[src/rtl/stripSeqPkg.sv]
package stripSeqPkg;

  // Strobes from the control FSM to the datapath
  typedef struct packed {
    logic load;     // capture a new application length
    logic advance;  // step to the next strip
  } seqCtrlT;

  typedef enum logic [1:0] {
    S_IDLE = 2'd0,
    S_EMIT = 2'd1,
    S_DONE = 2'd2
  } seqStateT;

endpackage

[src/rtl/stripSeqDatapath.sv]
module stripSeqDatapath
  import stripSeqPkg::*;
#(
  parameter int LEN_W  = 16,
  parameter int MAX_VL = 64
) (
  input  logic                          clk,
  input  logic                          rstN,
  input  seqCtrlT                       ctrl,
  input  logic [LEN_W-1:0]              lenIn,
  output logic                          lenZero,
  output logic                          lastStrip,
  output logic [$clog2(MAX_VL+1)-1:0]   stripVl,
  output logic [LEN_W-1:0]              stripBase
);

  localparam int VL_W = $clog2(MAX_VL+1);
  localparam bit IS_POW2 = (MAX_VL & (MAX_VL - 1)) == 0;
  localparam logic [LEN_W-1:0] MAX_VL_W = LEN_W'(MAX_VL);

  logic [LEN_W-1:0] remWide;
  logic [LEN_W-1:0] firstVlWide;
  logic [VL_W-1:0]  vlQ;
  logic [LEN_W-1:0] baseQ;
  logic [LEN_W-1:0] leftQ;   // elements remaining after the presented strip

  // Remainder: a mask when the maximum length is a power of two, otherwise a modulo
  generate
    if (IS_POW2) begin : g_remMask
      assign remWide = lenIn & (MAX_VL_W - LEN_W'(1));
    end else begin : g_remMod
      assign remWide = lenIn % MAX_VL_W;
    end
  endgenerate

  assign firstVlWide = (remWide == '0) ? MAX_VL_W : remWide;
  assign lenZero     = (lenIn == '0);
  assign lastStrip   = (leftQ == '0);

  always_ff @(posedge clk or negedge rstN) begin
    if (!rstN) begin
      vlQ   <= '0;
      baseQ <= '0;
      leftQ <= '0;
    end else if (ctrl.load) begin
      vlQ   <= VL_W'(firstVlWide);
      baseQ <= '0;
      leftQ <= lenZero ? '0 : (lenIn - firstVlWide);
    end else if (ctrl.advance && !lastStrip) begin
      vlQ   <= VL_W'(MAX_VL);
      baseQ <= baseQ + LEN_W'(vlQ);
      leftQ <= leftQ - MAX_VL_W;
    end
  end

  assign stripVl   = vlQ;
  assign stripBase = baseQ;

endmodule

[src/rtl/stripSeqControl.sv]
module stripSeqControl
  import stripSeqPkg::*;
(
  input  logic    clk,
  input  logic    rstN,
  input  logic    start,
  input  logic    stripAck,
  input  logic    lenZero,
  input  logic    lastStrip,
  output seqCtrlT ctrl,
  output logic    stripValid,
  output logic    done
);

  seqStateT stateQ, stateD;
  logic     canStart;

  assign canStart = (stateQ == S_IDLE) || (stateQ == S_DONE);

  always_comb begin
    stateD       = stateQ;
    ctrl.load    = 1'b0;
    ctrl.advance = 1'b0;
    unique case (stateQ)
      S_IDLE, S_DONE: begin
        if (start) begin
          ctrl.load = 1'b1;
          stateD    = lenZero ? S_DONE : S_EMIT;
        end
      end
      S_EMIT: begin
        if (stripAck) begin
          ctrl.advance = 1'b1;
          if (lastStrip) stateD = S_DONE;
        end
      end
      default: stateD = S_IDLE;
    endcase
    if (!canStart && stateQ != S_EMIT) stateD = S_IDLE;
  end

  always_ff @(posedge clk or negedge rstN) begin
    if (!rstN) stateQ <= S_IDLE;
    else       stateQ <= stateD;
  end

  assign stripValid = (stateQ == S_EMIT);
  assign done       = (stateQ == S_DONE);

endmodule

[src/rtl/stripSequencer.sv]
module stripSequencer
  import stripSeqPkg::*;
#(
  parameter int LEN_W  = 16,
  parameter int MAX_VL = 64,
  localparam int VL_W  = $clog2(MAX_VL+1)
) (
  input  logic             clk,
  input  logic             rstN,
  input  logic             start,
  input  logic [LEN_W-1:0] lenIn,
  input  logic             stripAck,
  output logic [VL_W-1:0]  stripVl,
  output logic [LEN_W-1:0] stripBase,
  output logic             stripValid,
  output logic             done
);

  seqCtrlT ctrl;
  logic    lenZero;
  logic    lastStrip;

  stripSeqControl u_ctrl (
    .clk        (clk),
    .rstN       (rstN),
    .start      (start),
    .stripAck   (stripAck),
    .lenZero    (lenZero),
    .lastStrip  (lastStrip),
    .ctrl       (ctrl),
    .stripValid (stripValid),
    .done       (done)
  );

  stripSeqDatapath #(.LEN_W(LEN_W), .MAX_VL(MAX_VL)) u_dp (
    .clk       (clk),
    .rstN      (rstN),
    .ctrl      (ctrl),
    .lenIn     (lenIn),
    .lenZero   (lenZero),
    .lastStrip (lastStrip),
    .stripVl   (stripVl),
    .stripBase (stripBase)
  );

endmodule

[config.mk]
export PLATFORM = sky130hd
export DESIGN_NAME = stripSequencer
export DESIGN_NICKNAME = d
export VERILOG_FILES = /design/src/rtl/stripSeqPkg.sv /design/src/rtl/stripSeqDatapath.sv /design/src/rtl/stripSeqControl.sv /design/src/rtl/stripSequencer.sv
export SDC_FILE = /design/constraint.sdc
export NUM_CORES = 1
export LEC_CHECK = 0
export ABC_AREA = 1
export ABC_CLOCK_PERIOD_IN_PS = 2100
export CAP_MARGIN = 15
export CORE_MARGIN = 2
export CORE_UTILIZATION = 54
export CTS_CLUSTER_DIAMETER = 120
export DETAILED_ROUTE_END_ITERATION = 8
export PLACE_DENSITY = 0.8
export SETUP_SLACK_MARGIN = 0.1
export SYNTH_ARGS = -nofsm -noshare
export SYNTH_HDL_FRONTEND = slang
export SYNTH_SLANG_ARGS = --single-unit
[constraint.sdc]
create_clock -name clk -period 2.1 [get_ports clk]
set_clock_uncertainty 0.2 [all_clocks]
set_input_delay 0.42 -clock clk [delete_from_list [all_inputs] [get_ports clk]]
set_output_delay 0.42 -clock clk [all_outputs]
set_load 0.02 [all_outputs]
# [After elaboration in Yosys (flattened, before gate mapping)]
# Index checks and enable logic that the tools add are counted.
[totals] reg_bits=41 output_inout_bits=25 in_bits=20 latch_bits=0 romBits=0 ramBits=0 mem_count=0 wordCells=43
[op_classes] shifts=0 multipliers=0 div=0 bitwise_logic=0 n_lt_le_gt_ge=0 mux=18 reduce_logical=12 n_eq_ne=6 add_sub_neg=3
[ops] cell="$mux 16" count=5
[ops] cell="$logic_not 16->1" count=3
[ops] cell="$mux 7" count=3
[ops] cell="$add 16x7->16" count=1
[ops] cell="$sub 16x16->16" count=1
[ops] cell="$sub 16x7->16 const B" count=1
[ops] cell="$mux 2" count=5
[ops] cell="$ne 3x2->1 const B" count=2
[ops] cell="$mux 1" count=4
[ops] cell="$pmux 2 s2" count=1
[ops] cell="$ne 3x1->1 const B" count=1
[ops] cell="$reduce_and 3->1" count=1
[ops] cell="$eq 2x1->1 const B" count=1
[ops] cell="$eq 2x2->1 const B" count=1
[ops] cell="$logic_and 1x1->1" count=2
[ops] cell="$logic_not 1->1" count=2
[ops] cell="$logic_not 2->1" count=1
[ops] cell="$ne 2x1->1 const B" count=1
[ops] cell="$reduce_bool 2->1" count=1
[ops] cell="$reduce_or 2->1" count=1
[ops] cell="$logic_or 1x1->1" count=1

# [Longest topological paths before layout]
[logic_depth] word_depth=6 depth_mapped=12 ltp_nobuf=12

# [Cells and area by module]
# From an unflattened synthesis, not the netlist that was laid out.
[unflattened] cells_unflattened=438 area_unflattened_um2=2895.3
[by_module_without_submodules] mod="stripSeqDatapath" area_per_inst_um2=2768.9 cells_each=418 instances=1
[by_module_without_submodules] mod="stripSeqControl" area_per_inst_um2=126.4 cells_each=20 instances=1

# [Least setup slack after synthesis]
# OpenSTA, ideal clock, no wires.
[synth_timing] path_type="input-to-reg" start="input lenIn[2]" end="register u_dp.leftQ[11]" n_path_buf=0 stages=12 setup_ns=0.065 slack_ns=0.014 required_ns=1.835 arrival_time_ns=1.821 path_cell_list="nor2_1 -> nand3_1 -> ha_1 -> nor2_1 -> nand2_1 -> nor2_1 -> nand2_1 -> nand2_1 -> nand3_1 -> o21ai_0 -> nand2_1 -> nand2_1"
[synth_between] elab_chain_len=5 elab_cells_between_ends=6
[synth_lines] element="start: declaration" line_no="stripSequencer.sv:11" text="input logic [LEN_W-1:0] lenIn,"
[synth_lines] element="$logic_not 16->1" line_no="stripSeqDatapath.sv:36" text="assign firstVlWide = (remWide == '0) ? MAX_VL_W : remWide;"
[synth_lines] element="$mux 7" line_no="stripSeqDatapath.sv:36"
[synth_lines] element="$sub 16x16->16" line_no="stripSeqDatapath.sv:48" text="leftQ <= lenZero ? '0 : (lenIn - firstVlWide);"
[synth_lines] element="$mux 16 *" line_no="stripSeqDatapath.sv:48"
[synth_lines] element="$mux 16 *" line_no="stripSeqDatapath.sv:45" text="end else if (ctrl.load) begin"
[synth_lines] element="end signal: assignment" line_no="stripSeqDatapath.sv:48"
[synth_lines] element="end signal: assignment" line_no="stripSeqDatapath.sv:52" text="leftQ <= leftQ - MAX_VL_W;"
[synth_lines] element="end: declaration" line_no="stripSeqDatapath.sv:25" text="logic [LEN_W-1:0] leftQ;"
# Every way passes the cells marked *; elsewhere a longest branch is shown, timed or not.
# A chain may end at the register's enable or synchronous reset.

# [Worst setup path in the final report]
[layout_timing] start="register u_dp.vlQ[5], in the netlist u_dp.stripVl[5]" end="output stripVl[5]"
[layout_lines] element="start: declaration" line_no="stripSeqDatapath.sv:23" text="logic [VL_W-1:0] vlQ;"
[layout_lines] element="start signal: assignment" line_no="stripSeqDatapath.sv:46" text="vlQ <= VL_W'(firstVlWide);"
[layout_lines] element="start signal: assignment" line_no="stripSeqDatapath.sv:50" text="vlQ <= VL_W'(MAX_VL);"
[layout_lines] element="end: declaration" line_no="stripSequencer.sv:13" text="output logic [VL_W-1:0] stripVl,"
# No word-level cell between the ends.

==> key figures <==
Layout
  • Fraction of layout cells with a size suffix above 1: 0.186
  • Area delta synth->final: 38.7%
  • Layout net count: 555
  • Multi-input gate area: 1760 um2
  • # diodes: 0
  • Fillcell total: roughly 360
  • Sequential cell area: 1030 um2
  • Final cell count without fillers: 592

Yosys
  • Main synth FF type: dfrtp_1
  • Syn Inst Count: 432
  • Yosys reg bits: between 40 and 50
  • Sequential-to-total area share from yosys stat: 0.358
  • Asr flop ratio synth: 1.00
  • Number of synthesis warnings: 0
  • Number of flops mapped to enable cells by yosys: 0
  • Most frequent cell after synthesis: nand2_1
  • Syn avg cell area: between 6 and 7 um2
  • Commonest cells post-synth: nand2_1, nor2_1, inv_1
  • Most area-consuming cells after synthesis: dfrtp_1, nand2_1, nor2_1
  • Yosys cell types: 32
  • Area fraction of the dominant cell type after synthesis: 0.358
  • Synth Cell Area: about 2900 um2
  • Biggest area consumer among synthesized cells: dfrtp_1

Run status
  • Failing checks: negative hold slack
  • Status: finished with violations

Global route
  • GRT Resource Usage Total: 0.273
  • Met1 usage: 0.321
  • Met2 Use GR: 0.500
  • Grt total ovfl: 0
  • Busiest grt layer: met2
  • Number of antenna violations at the first check in global routing: 0
  • Vias in the first global route: between 3,000 and 4,000
  • Largest net degree at the start of global routing: 42
  • First-pass GRT wire length: 13,300 um
  • M3 GR Usage: 0.0412

Detailed routing
  • Iteration-0 DRC count of the detailed router: 155
  • Routed wire length per instance: 13.6 um
  • Final WL: 8030 um
  • DRC viols: 0
  • ANT nets after route: 0
  • DR vias: 3,067
  • Iteration count of the initial detailed-routing pass: 4
  • Vias per cell: between 5 and 6

Worst setup path
  • CP Buf/Inv Count: 1
  • Kind of critical path: flip-flop to output pin
  • Worst setup EP type: output pin
  • Critical path peak fanout: 3
  • Critical path startpoint: u_dp.stripVl[5]
  • Worst path cell trace: clkdlybuf4s50_1
  • Worst flop-to-flop path endpoint: u_dp.stripBase[5]
  • CP max stage delay: 650 ps
  • Critical path depth in cells: 1
  • Reg2reg path depth: 7
  • CP max stage cell: clkdlybuf4s50_1
  • R2R setup slack: about 170 ps
  • Worst reg2reg path startpoint: u_dp.stripVl[2]
  • Worst Path Arrival: 1390 ps
  • CP required: 1480 ps
  • Kind of start point of the critical path: flip-flop
  • Worst path top cell family by delay: buffers and inverters

Placed design
  • Gp weighted congestion: between 0.9 and 1
  • Hpwl dp: 5560 um
  • # port buffers: 44
  • Place WS: -468 ps
  • Placed Cells: 575

Timing
  • Setup TNS: 0 ps
  • RSZ-0062 raised after global routing: yes
  • Fmax: 0.496 GHz
  • Final count of negative-setup-slack endpoints: 0
  • Hold Vio Cnt, Final: 11
  • Final max-slew violation count: 0
  • Final Critical Period: 2010 ps
  • Slew @ Worst Pin: about 540 ps
  • Max_slew headroom: 0.639
  • Post-route setup slack: 85.7 ps
  • Final cycle utilization of the critical path: 0.959
  • Min Hold Slack: -14.6 ps

Power and ir drop
  • Max VDD drop: 0.000464 V
  • Lkg Pwr: 2.06 nW
  • Total power: 3.78 mW
  • Power density over the cells: 949 nW/um2

CTS
  • H-tree levels: 2
  • CTS max path bufs: 2
  • Hold_buf cts: 0
  • Root buffer cell: clkbuf_8
  • CTS tree: built
  • CTS buffer count: 5
  • Clock sinks: 41
  • Worst-path clk slew: 80 ps
  • Worst skew pair latency: 300 ps

Min path
  • Hold Crit Class: primary input to async pin

Die
  • Die area: roughly 5900 um2
  • Die width: 76.9 um
  • Floorplan row count: 26
  • Chip Height: 76.9 um
  • Initial Util: 0.561
  • Core box area: 5110 um2
  • # IOs: 45

Run
  • Max Cap Viol: 0
[kinds of logic after synthesis]
group | synth area share
compound gates | 0.0711
xor+xnor | 0.0275
fa+ha+maj | 0.0637
buf+inv | 0.0812
flops | 0.358
other cells | 0.00262
simple gates | 0.396
[metal layers]
layer / wire, um / share of wire
met5: 0 / 0
met1: 3270 / 0.41
met2: 4210 / 0.52
met3: 409 / 0.051
met4: 146 / 0.018
[worst max path at each step]
stage / end / slack [ps]
6_report: stripVl[5] / 90
5_1_grt: stripVl[4] / 60
4_1_cts: u_dp.leftQ[11] / 100
3_5_place_dp: u_dp.leftQ[11] / -470
3_3_place_gp: u_dp.leftQ[11] / -400
2_1_floorplan: u_dp.leftQ[11] / 90
[sequential cells by signal, indices dropped and copies added (netlist names)]
| name | count |
|---|---|
| u_dp.stripVl | 7 |
| u_dp.leftQ | 16 |
| u_dp.stripBase | 16 |
| u_ctrl.stateQ | 2 |
[power breakdown]
| group | total, mW | internal, mW | switching, mW |
|---|---|---|---|
| Clock | 0.667 | 0.388 | 0.279 |
| Sequential | 1.31 | 1.02 | 0.288 |
| Combinational | 1.80 | 0.769 | 1.03 |
[through the flow]
step | utilization | instance area (um2)
after floorplan | - | 2880
after global placement | 0.714 | 3650
after detailed placement | 0.714 | 3650
after CTS | 0.752 | 3840
after global routing | 0.779 | 3980
final | 0.779 | 3980
[final cells by class]
type | instances | share of cell area
clock inverters | 1 | 0.00755
flip-flops and latches | 41 | 0.259
inverters | 47 | 0.0456
well taps | 70 | 0.0220
clock buffers | 7 | 0.0217
multi-input cells | 338 | 0.442
repair buffers | 88 | 0.202
[worst register-to-register path, stage by stage (launching register included)]
cell	delay [ps]
dfrtp_1	400
ha_1	310
or2_2	300
and2_1	190
nand2_1	90
nand3_1	70
a21oi_1	190
nor2_1	60
[repair_timing]
| item | in CTS | in global routing |
|---|---|---|
| endpoints found under the setup margin | 17 | 30 |
| hold endpoints to repair | 0 | 0 |
| buffers inserted | 4 | 5 |
| pin swaps | 10 | 14 |
| gates cloned | 0 | 0 |
| gates resized for setup | 27 | 33 |
[layout by cell type (no fill, tap or decap), drive strengths merged]
cell type,instances
nand3b,1
xor2,4
clkbuf,10
inv,47
bufinv,1
fa,1
clkdlybuf4s50,27
buf,45
dlygate4sd2,5
conb,4
dlymetal6s2s,7
a31oi,1
ha,13
a21oi,12
o22ai,1
nand4,4
clkdlybuf4s15,1
nand3,42
o211ai,2
nor3,1
o21ai,20
nor2,72
o311ai,1
dfrtp,41
or2,1
nand2,151
and2,1
xnor2,5
o21bai,1
Power figures use the tool's default switching activity.
